--- config.mk ---
export PLATFORM = sky130hd
export DESIGN_NAME = sdh_irq_rst_ctl
export DESIGN_NICKNAME = d
export VERILOG_FILES = /design/src/rtl/sdh_irq_pkg.sv /design/src/rtl/sdh_rst_seq.sv /design/src/rtl/sdh_status_bank.sv /design/src/rtl/sdh_pstate.sv /design/src/rtl/sdh_irq_rst_ctl.sv
export SDC_FILE = /design/constraint.sdc
export NUM_CORES = 1
export LEC_CHECK = 0
export ABC_AREA = 1
export BUFFER_PORTS_ARGS = -buffer_cell sky130_fd_sc_hd__clkbuf_2
export CORE_AREA = 2 2 76 78
export DETAILED_ROUTE_END_ITERATION = 7
export DIE_AREA = 0 0 78 80
export PLACE_DENSITY = 0.69
export SYNTH_ARGS = -nofsm -noshare
export SYNTH_HDL_FRONTEND = slang
export SYNTH_SLANG_ARGS = --single-unit
--- constraint.sdc ---
create_clock -name clk -period 1.65 [get_ports clk]
set_clock_uncertainty 0.2 [all_clocks]
set_input_delay 0.33 -clock clk [delete_from_list [all_inputs] [get_ports clk]]
set_output_delay 0.33 -clock clk [all_outputs]
set_load 0.02 [all_outputs]
--- src/rtl/sdh_irq_pkg.sv ---
package sdh_irq_pkg;
  localparam int ADDR_W = 8;
  localparam int DATA_W = 16;
  localparam int N_EVT  = 6;
  localparam int N_PS   = 7;
  localparam int N_RST  = 3;
  localparam int N_GAP  = 2;
  localparam int CARD_BIT = 8;

  localparam logic [ADDR_W-1:0] A_PSTATE = 8'h24;
  localparam logic [ADDR_W-1:0] A_GAP    = 8'h28;
  localparam logic [ADDR_W-1:0] A_RST    = 8'h2C;
  localparam logic [ADDR_W-1:0] A_STAT   = 8'h30;
  localparam logic [ADDR_W-1:0] A_STEN   = 8'h34;
  localparam logic [ADDR_W-1:0] A_SIGEN  = 8'h38;

  // reset channel indices (bit positions in the reset register)
  localparam int RI_ALL = 0;
  localparam int RI_CMD = 1;
  localparam int RI_DAT = 2;

  // status bits owned by each partial reset
  localparam logic [N_EVT-1:0] CMD_STAT_MASK = 6'b000001;
  localparam logic [N_EVT-1:0] DAT_STAT_MASK = 6'b111110;
  localparam logic [N_PS-1:0]  CMD_PS_MASK   = 7'b0000001;
  localparam logic [N_PS-1:0]  DAT_PS_MASK   = 7'b1111110;

  // writable bits of the enable registers
  localparam logic [DATA_W-1:0] EN_VALID =
    (DATA_W'(1) << CARD_BIT) | DATA_W'((1 << N_EVT) - 1);

  typedef struct packed {
    logic all;
    logic cmd;
    logic dat;
  } clr_req_t;

  function automatic logic [DATA_W-1:0] ps_pack(input logic [N_PS-1:0] v);
    logic [DATA_W-1:0] r;
    r = '0;
    r[2:0]  = v[2:0];
    r[11:8] = v[6:3];
    return r;
  endfunction
endpackage

--- src/rtl/sdh_rst_seq.sv ---
module sdh_rst_seq #(
  parameter int RST_CYCLES = 4,
  localparam int CW = $clog2(RST_CYCLES + 1)
) (
  input  logic clk,
  input  logic rst_n,
  input  logic start,
  input  logic gate,
  output logic active
);
  logic [CW-1:0] cnt;

  always_ff @(posedge clk or negedge rst_n) begin
    if (!rst_n) begin
      active <= 1'b0;
      cnt    <= '0;
    end else if (!active) begin
      if (start) begin
        active <= 1'b1;
        cnt    <= CW'(RST_CYCLES - 1);
      end
    end else if (cnt != '0) begin
      cnt <= cnt - 1'b1;
    end else if (gate) begin
      active <= 1'b0;
    end
  end
endmodule

--- src/rtl/sdh_status_bank.sv ---
module sdh_status_bank
  import sdh_irq_pkg::*;
(
  input  logic              clk,
  input  logic              rst_n,
  input  logic [N_EVT-1:0]  ev,
  input  logic              card_irq,
  input  logic              wr_stat,
  input  logic              wr_sten,
  input  logic              wr_sigen,
  input  logic [DATA_W-1:0] wdata,
  input  clr_req_t          clr,
  output logic [N_EVT-1:0]  raw_q,
  output logic [DATA_W-1:0] sten_q,
  output logic [DATA_W-1:0] sigen_q,
  output logic [DATA_W-1:0] rd_stat,
  output logic              irq
);
  logic [N_EVT-1:0]  w1c;
  logic [N_EVT-1:0]  hold_zero;
  logic [N_EVT-1:0]  raw_nxt;
  logic [DATA_W-1:0] full;

  always_comb begin
    w1c       = wr_stat ? wdata[N_EVT-1:0] : '0;
    hold_zero = '0;
    if (clr.all) hold_zero = '1;
    if (clr.cmd) hold_zero = hold_zero | CMD_STAT_MASK;
    if (clr.dat) hold_zero = hold_zero | DAT_STAT_MASK;
    raw_nxt   = ((raw_q & ~w1c) | ev) & ~hold_zero;
  end

  always_ff @(posedge clk or negedge rst_n) begin
    if (!rst_n) begin
      raw_q   <= '0;
      sten_q  <= '0;
      sigen_q <= '0;
    end else begin
      raw_q <= raw_nxt;
      if (clr.all) begin
        sten_q  <= '0;
        sigen_q <= '0;
      end else begin
        if (wr_sten)  sten_q  <= wdata & EN_VALID;
        if (wr_sigen) sigen_q <= wdata & EN_VALID;
      end
    end
  end

  always_comb begin
    full              = '0;
    full[N_EVT-1:0]   = raw_q;
    full[CARD_BIT]    = card_irq;
    rd_stat           = full & sten_q;
    irq               = |(rd_stat & sigen_q);
  end
endmodule

--- src/rtl/sdh_pstate.sv ---
module sdh_pstate
  import sdh_irq_pkg::*;
(
  input  logic              clk,
  input  logic              rst_n,
  input  logic [N_PS-1:0]   ps_set,
  input  logic [N_PS-1:0]   ps_clr,
  input  logic              wr_gap,
  input  logic [DATA_W-1:0] wdata,
  input  clr_req_t          clr,
  output logic [N_PS-1:0]   ps_q,
  output logic [N_GAP-1:0]  gap_q
);
  logic [N_PS-1:0] hold_zero;

  always_comb begin
    hold_zero = '0;
    if (clr.all) hold_zero = '1;
    if (clr.cmd) hold_zero = hold_zero | CMD_PS_MASK;
    if (clr.dat) hold_zero = hold_zero | DAT_PS_MASK;
  end

  always_ff @(posedge clk or negedge rst_n) begin
    if (!rst_n) begin
      ps_q  <= '0;
      gap_q <= '0;
    end else begin
      ps_q <= ((ps_q & ~ps_clr) | ps_set) & ~hold_zero;
      if (clr.all || clr.dat) gap_q <= '0;
      else if (wr_gap)        gap_q <= wdata[N_GAP-1:0];
    end
  end
endmodule

--- src/rtl/sdh_irq_rst_ctl.sv ---
module sdh_irq_rst_ctl
  import sdh_irq_pkg::*;
#(
  parameter int RST_CYCLES = 4
) (
  input  logic              clk,
  input  logic              rst_n,
  input  logic [ADDR_W-1:0] bus_addr,
  input  logic              bus_wen,
  input  logic [DATA_W-1:0] bus_wdata,
  output logic [DATA_W-1:0] bus_rdata,
  input  logic [N_EVT-1:0]  ev_pulse,
  input  logic              card_irq,
  input  logic [N_PS-1:0]   ps_set,
  input  logic [N_PS-1:0]   ps_clr,
  input  logic              caps_ready,
  output logic              irq,
  output logic              rst_all_o,
  output logic              rst_cmd_o,
  output logic              rst_dat_o
);
  logic              wr_stat, wr_sten, wr_sigen, wr_gap, wr_rst;
  logic [N_RST-1:0]  act;
  clr_req_t          clr;
  logic [N_EVT-1:0]  stat_raw;
  logic [DATA_W-1:0] sten_q, sigen_q, rd_stat;
  logic [N_PS-1:0]   ps_q;
  logic [N_GAP-1:0]  gap_q;

  assign wr_stat  = bus_wen && (bus_addr == A_STAT);
  assign wr_sten  = bus_wen && (bus_addr == A_STEN);
  assign wr_sigen = bus_wen && (bus_addr == A_SIGEN);
  assign wr_gap   = bus_wen && (bus_addr == A_GAP);
  assign wr_rst   = bus_wen && (bus_addr == A_RST);

  for (genvar i = 0; i < N_RST; i++) begin : g_rst
    sdh_rst_seq #(.RST_CYCLES(RST_CYCLES)) u_seq (
      .clk    (clk),
      .rst_n  (rst_n),
      .start  (wr_rst && bus_wdata[i]),
      .gate   ((i == RI_ALL) ? caps_ready : 1'b1),
      .active (act[i])
    );
  end

  assign clr.all = act[RI_ALL];
  assign clr.cmd = act[RI_CMD];
  assign clr.dat = act[RI_DAT];

  assign rst_all_o = act[RI_ALL];
  assign rst_cmd_o = act[RI_ALL] | act[RI_CMD];
  assign rst_dat_o = act[RI_ALL] | act[RI_DAT];

  sdh_status_bank u_stat (
    .clk      (clk),
    .rst_n    (rst_n),
    .ev       (ev_pulse),
    .card_irq (card_irq),
    .wr_stat  (wr_stat),
    .wr_sten  (wr_sten),
    .wr_sigen (wr_sigen),
    .wdata    (bus_wdata),
    .clr      (clr),
    .raw_q    (stat_raw),
    .sten_q   (sten_q),
    .sigen_q  (sigen_q),
    .rd_stat  (rd_stat),
    .irq      (irq)
  );

  sdh_pstate u_ps (
    .clk    (clk),
    .rst_n  (rst_n),
    .ps_set (ps_set),
    .ps_clr (ps_clr),
    .wr_gap (wr_gap),
    .wdata  (bus_wdata),
    .clr    (clr),
    .ps_q   (ps_q),
    .gap_q  (gap_q)
  );

  always_comb begin
    bus_rdata = '0;
    unique case (bus_addr)
      A_PSTATE: bus_rdata = ps_pack(ps_q);
      A_GAP:    bus_rdata[N_GAP-1:0] = gap_q;
      A_RST:    bus_rdata[N_RST-1:0] = act;
      A_STAT:   bus_rdata = rd_stat;
      A_STEN:   bus_rdata = sten_q;
      A_SIGEN:  bus_rdata = sigen_q;
      default:  bus_rdata = '0;
    endcase
  end
endmodule

After elaboration in Yosys (flattened, before gate mapping):

Cells that the tools add are included.

* bits in registers: 59
* input bits: 49
* output and inout port bits: 20
* word-level logic and storage cells: 94

* add/sub/neg operators: 3
* eq/ne operators: 9
* mux-type cells: 35
* bitwise gates (word level): 14
* reductions and logical operators: 22

Operators by type and width (count)
* 16-bit 2-to-1 mux: 4
* 13-bit one-hot mux with 4 select lines: 1
* 8-bit by 6-bit equality test with 1-bit output (second input constant): 6
* 3-bit 2-to-1 mux: 9
* 6-bit 2-to-1 mux: 3
* 16-bit AND: 1
* 9-bit by 16-bit AND with 16-bit output: 1
* 16-bit OR reduction: 1
* 7-bit AND: 2
* 7-bit 2-to-1 mux: 2
* 7-bit NOT: 2
* 6-bit AND: 2
* 1-bit 2-to-1 mux: 12
* 6-bit NOT: 2
* 2-bit one-hot mux with 6 select lines: 1
* 2-bit nonzero test: 6
* 3-bit nonzero test: 3
* 3-bit by 1-bit subtractor with 3-bit output (second input constant): 3
* 1-bit logical AND: 8
* 7-bit bitwise OR: 1
* 2-bit != test (second input constant): 3
* 6-bit bitwise OR: 1
* 2-bit AND reduction: 3
* 1-bit one-hot mux with 5 select lines: 1
* 3 further kinds: 5

Depth between registers and ports, before layout:

* word-level depth: 7
* depth in mapped cells: 8

Modules after synthesis:

Synthesis repeated with hierarchy kept, for this count alone.

* cells, all modules: 399
* area total of the unflattened synthesis: 2866.5 µm²

Modules (own cells, without submodules)
* sdh_status_bank: times used 1, cells an instance 136, area an instance 1082.3 µm²
* sdh_irq_rst_ctl: times used 1, cells an instance 142, area an instance 733.2 µm²
* sdh_rst_seq: times used 3, cells an instance 24, area an instance 209.0 µm²
* sdh_pstate: times used 1, cells an instance 49, area an instance 424.2 µm²

Worst setup path before layout:

No wires, ideal clock.

* kind: input to output
* start: input port bus_addr[7]
* end: output port bus_rdata[4]
* arrival time: 1299 ps
* required time: 1120 ps
* setup slack: -179 ps
* stages: 6
* path through: nor2_2 nand2_2 nor2_2 buf_4 a21oi_1 o21ai_1

* word-level cells in the longest chain between the ends: 2
* elaborated cells on any way between the ends: 5
* classes of those cells: eq/ne: 4; mux: 1

Ends and longest elaborated chain
* start, declared: line sdh_irq_rst_ctl.sv:8 `input logic [ADDR_W-1:0] bus_addr,`
* 8-bit by 6-bit equality test with 1-bit output: line sdh_irq_rst_ctl.sv:85 `unique case (bus_addr)`
* 13-bit one-hot mux with 4 select lines *: line sdh_irq_rst_ctl.sv:85
* end, declared: line sdh_irq_rst_ctl.sv:11 `output logic [DATA_W-1:0] bus_rdata,`

Mark *: on every way between the ends. The rest lies on a longest branch, timed or not.

Final worst setup path:

* start: input port bus_addr[6]
* end: output port bus_rdata[2]

* word-level cells in the longest chain between the ends: 2
* elaborated cells on any way between the ends: 6
* classes of those cells: eq/ne: 5; mux: 1

Ends and longest elaborated chain (line)
* 8-bit by 6-bit equality test with 1-bit output: sdh_irq_rst_ctl.sv:85
* 1-bit one-hot mux with 5 select lines *: sdh_irq_rst_ctl.sv:85

Marked as above.

==> impl_metrics.env <==
export IMPL_drt_iter0_drc=92
export IMPL_dieArea_sq_um=6240
export IMPL_seq_area_frac_synth_pct=43.5
export IMPL_timing_hold_ws_ns=0.0190
export IMPL_grt_pass1_wl_um=9540
export IMPL_r2r_setup_slack_ns=0.11
export IMPL_min_period_ns=1.90
export IMPL_r2r_start="g_rst[1].u_seq.cnt[0]$_DFFE_PN0P_"
export IMPL_clk_pin_slew_ns=0.08
export IMPL_area_growth_syn_to_layout_pct=42.2
export IMPL_internal_power_mw=1.64
export IMPL_yosys_register_bits=41
export IMPL_viasPerCell=4.77
export IMPL_clk_path_buf_depth=2
export IMPL_antenna_cells=0
export IMPL_startpoint_type="input port"
export IMPL_irDropWorstVdd_mv=0.464
export IMPL_clkPwrFrac_pct=39.3
export IMPL_violations="setup timing"
export IMPL_run_status="finished, violations left"
export IMPL_numCtsBuffers=5
export IMPL_htree_levels=2
export IMPL_startpoint="bus_addr[6]"
export IMPL_design_area_sq_um=3360
export IMPL_finalSetupViolCount=12
export IMPL_routed_wl_um=6180
export IMPL_hold_viol=0
export IMPL_rr_endpoint="g_rst[1].u_seq.cnt[2]$_DFFE_PN0P_"
export IMPL_wire_per_inst_um=12.6
export IMPL_dieHeight_um=80
export IMPL_maxCapViolCount=0
export IMPL_start_util_pct=43.7
export IMPL_fin_crit_sh_pct=115
export IMPL_grt_pass1_vias=2238
export IMPL_cts_sinks=41
export IMPL_p_sw_mw=0.517
export IMPL_fin_ws_ns=-0.247
export IMPL_globalplace_congestion=0.818
export IMPL_core_region_area_sq_um=5410
export IMPL_cts_root_buf="clkbuf_8"
export IMPL_pwr_share_comb_pct=11.2
export IMPL_cts_tree="built"
export IMPL_netlist_instances=326
export IMPL_endpoint="bus_rdata[2]"
export IMPL_pin_count=69
export IMPL_drtPass1Iterations=4
export IMPL_avgSynthCellArea_sq_um=7.24
export IMPL_path_max_fanout=5
export IMPL_crit_type="in2out"
export IMPL_arrival_ns=1.37
export IMPL_finalMaxSlewViolations=0
export IMPL_io_buffers=53
export IMPL_dr_total_vias=2347
export IMPL_grt_ovfl_total=0
export IMPL_seqPwrFrac_pct=49.5
export IMPL_grt_usage_pct=19.4
export IMPL_yosysWarnings=0
export IMPL_drive_above_1_share_pct=34.3
export IMPL_antenna_found_initial=0
export IMPL_grt_max_degree=42
export IMPL_syn_area_sq_um=2360
export IMPL_power_total_mw=2.15
export IMPL_antenna_left=0
export IMPL_place_area_sq_um=2830
export IMPL_nNetsFinal=474
export IMPL_fmax_mhz=527
export IMPL_clock_latency_ns=0.30
export IMPL_drc=0
export IMPL_end_kind="primary output"
export IMPL_fp_row_count=27
export IMPL_hp_class="in2reg"
export IMPL_dp_hpwl_um=4150
export IMPL_cp_required_ns=1.12
export IMPL_pwr_density_cell_nw_per_um2=641
export IMPL_p_leak_nw=1.84
export IMPL_finalSetupTns_ns=-2.01
export IMPL_yosysUniqueCellTypes=25
export IMPL_rsz0062_at_grt="true"
export IMPL_final_util_pct=62.1
export IMPL_rr_worst_depth=7
export IMPL_swShare_pct=24.0
export IMPL_fp_dieW_um=78
[layout by cell type, fill, tap and decap left out, types with 7 or more instances in the layout]
cell type and count:
nand3_1 41, nand2_2 8, nor2_4 9, nand3_2 9, nor2_1 31, buf_4 36, nand2_1 89, inv_1 43
clkbuf_2 37, buf_6 7, dfrtp_1 38, a21oi_1 10, clkbuf_8 11
[area by class of cell]
| type | count | area, sq um |
|---|---|---|
| clock buffer | 7 | 86.3 |
| clock inverter | 1 | 30.0 |
| fill | 476 | 2050 |
| inverter | 48 | 183 |
| multi-input combinational | 231 | 1200 |
| sequential | 41 | 1030 |
| tap | 72 | 90.1 |
| timing repair buffer | 92 | 733 |
[per-stage QoR]
stage,setup WS (ns),std cells
finish,-0.247,492
global route,-0.315,492
CTS,-0.238,473
detailed placement,-0.297,460
global placement,-0.272,460
floorplan,-0.0749,331
[sequential cells by signal (all words and copies together) (netlist names)]
signal              count
g_rst.u_seq.cnt         9
u_stat.sten_q           7
u_ps.ps_q               7
u_ps.gap_q              2
u_stat.sigen_q          7
u_stat.raw_q            6
g_rst.u_seq.active      3
[cell families (layout without fill, tap and decap cells)]
logic type                 Yosys count  in the layout  share of synthesized area (%)
and+or+nand+nor                    199            199                           38.0
buffers and inverters               59            148                           10.7
AOI/OAI and AO/OA                   20             20                           4.45
other                                1              6                          0.159
DFF                                 41             41                           43.5
adders and majority gates            6              6                           3.18
[how the worst min path moves through the flow]
stage	startpoint	endpoint	cells past startpoint
after floorplan	rst_n	g_rst[0].u_seq.active$_DFF_PN0_	0
after global placement	rst_n	u_ps.ps_q[2]$_DFF_PN0_	2
after detailed placement	rst_n	u_stat.raw_q[2]$_DFF_PN0_	2
after CTS	caps_ready	g_rst[0].u_seq.active$_DFF_PN0_	2
after global routing	caps_ready	g_rst[0].u_seq.active$_DFF_PN0_	2
final	caps_ready	g_rst[0].u_seq.active$_DFF_PN0_	2
[synth_stat cells]
cell type | n | share of area (%)
dfrtp_1 | 41 | 43
inv_2 | 1 | 0.16
nand4_1 | 2 | 0.53
or2_2 | 3 | 0.79
o211ai_1 | 2 | 0.64
conb_1 | 1 | 0.16
buf_2 | 2 | 0.42
o21ai_0 | 5 | 1.1
nand2_4 | 2 | 0.95
nand3_2 | 4 | 1.7
nor2_2 | 4 | 1.1
inv_1 | 45 | 7.2
clkinv_2 | 2 | 0.42
a21oi_1 | 11 | 2.3
nand3_1 | 46 | 9.8
buf_4 | 7 | 2.2
nor2_1 | 36 | 5.7
nand3b_1 | 1 | 0.32
nand2_2 | 2 | 0.53
nor2_4 | 3 | 1.4
buf_1 | 1 | 0.16
nand2_1 | 96 | 15
ha_1 | 6 | 3.2
o21ai_1 | 2 | 0.42
clkbuf_1 | 1 | 0.16
[power groups by stage]
stage               clock (mW)  combinational (mW)  sequential [mW]
floorplan                    0               0.119             1.08
global placement             0               0.208             1.08
detailed placement           0               0.217             1.08
CTS                      0.844               0.225             1.06
global route             0.883               0.276             1.07
finish                   0.845               0.242             1.07
[critical path, stage by stage]
cell      delay [ns]
buf_6           0.10
nor2_4          0.14
nand2_4         0.10
nor2_4          0.19
buf_12          0.13
nand3_1         0.06
nand2_1         0.06
nor2_1          0.04
nand2_1         0.07
clkbuf_8        0.15
[repair_timing]
item / CTS / global route
hold buffers: 1 / 0
hold endpoints to repair: 41 / 0
pin swaps: 4 / 14
resized for setup: 26 / 40
gates cloned: 0 / 1
setup endpoints to repair: 14 / 15
setup buffers: 4 / 18
[metal layers]
metal  GRT usage [%]  wire length [um]  up-vias
met2            34.1              3020       73
li1                -                 -     1196
met5               0                 0        -
met1            22.5              2640     1062
met3            4.98               383       16
met4            7.72               132        0
No activity file was read; power rests on OpenSTA's default activity.
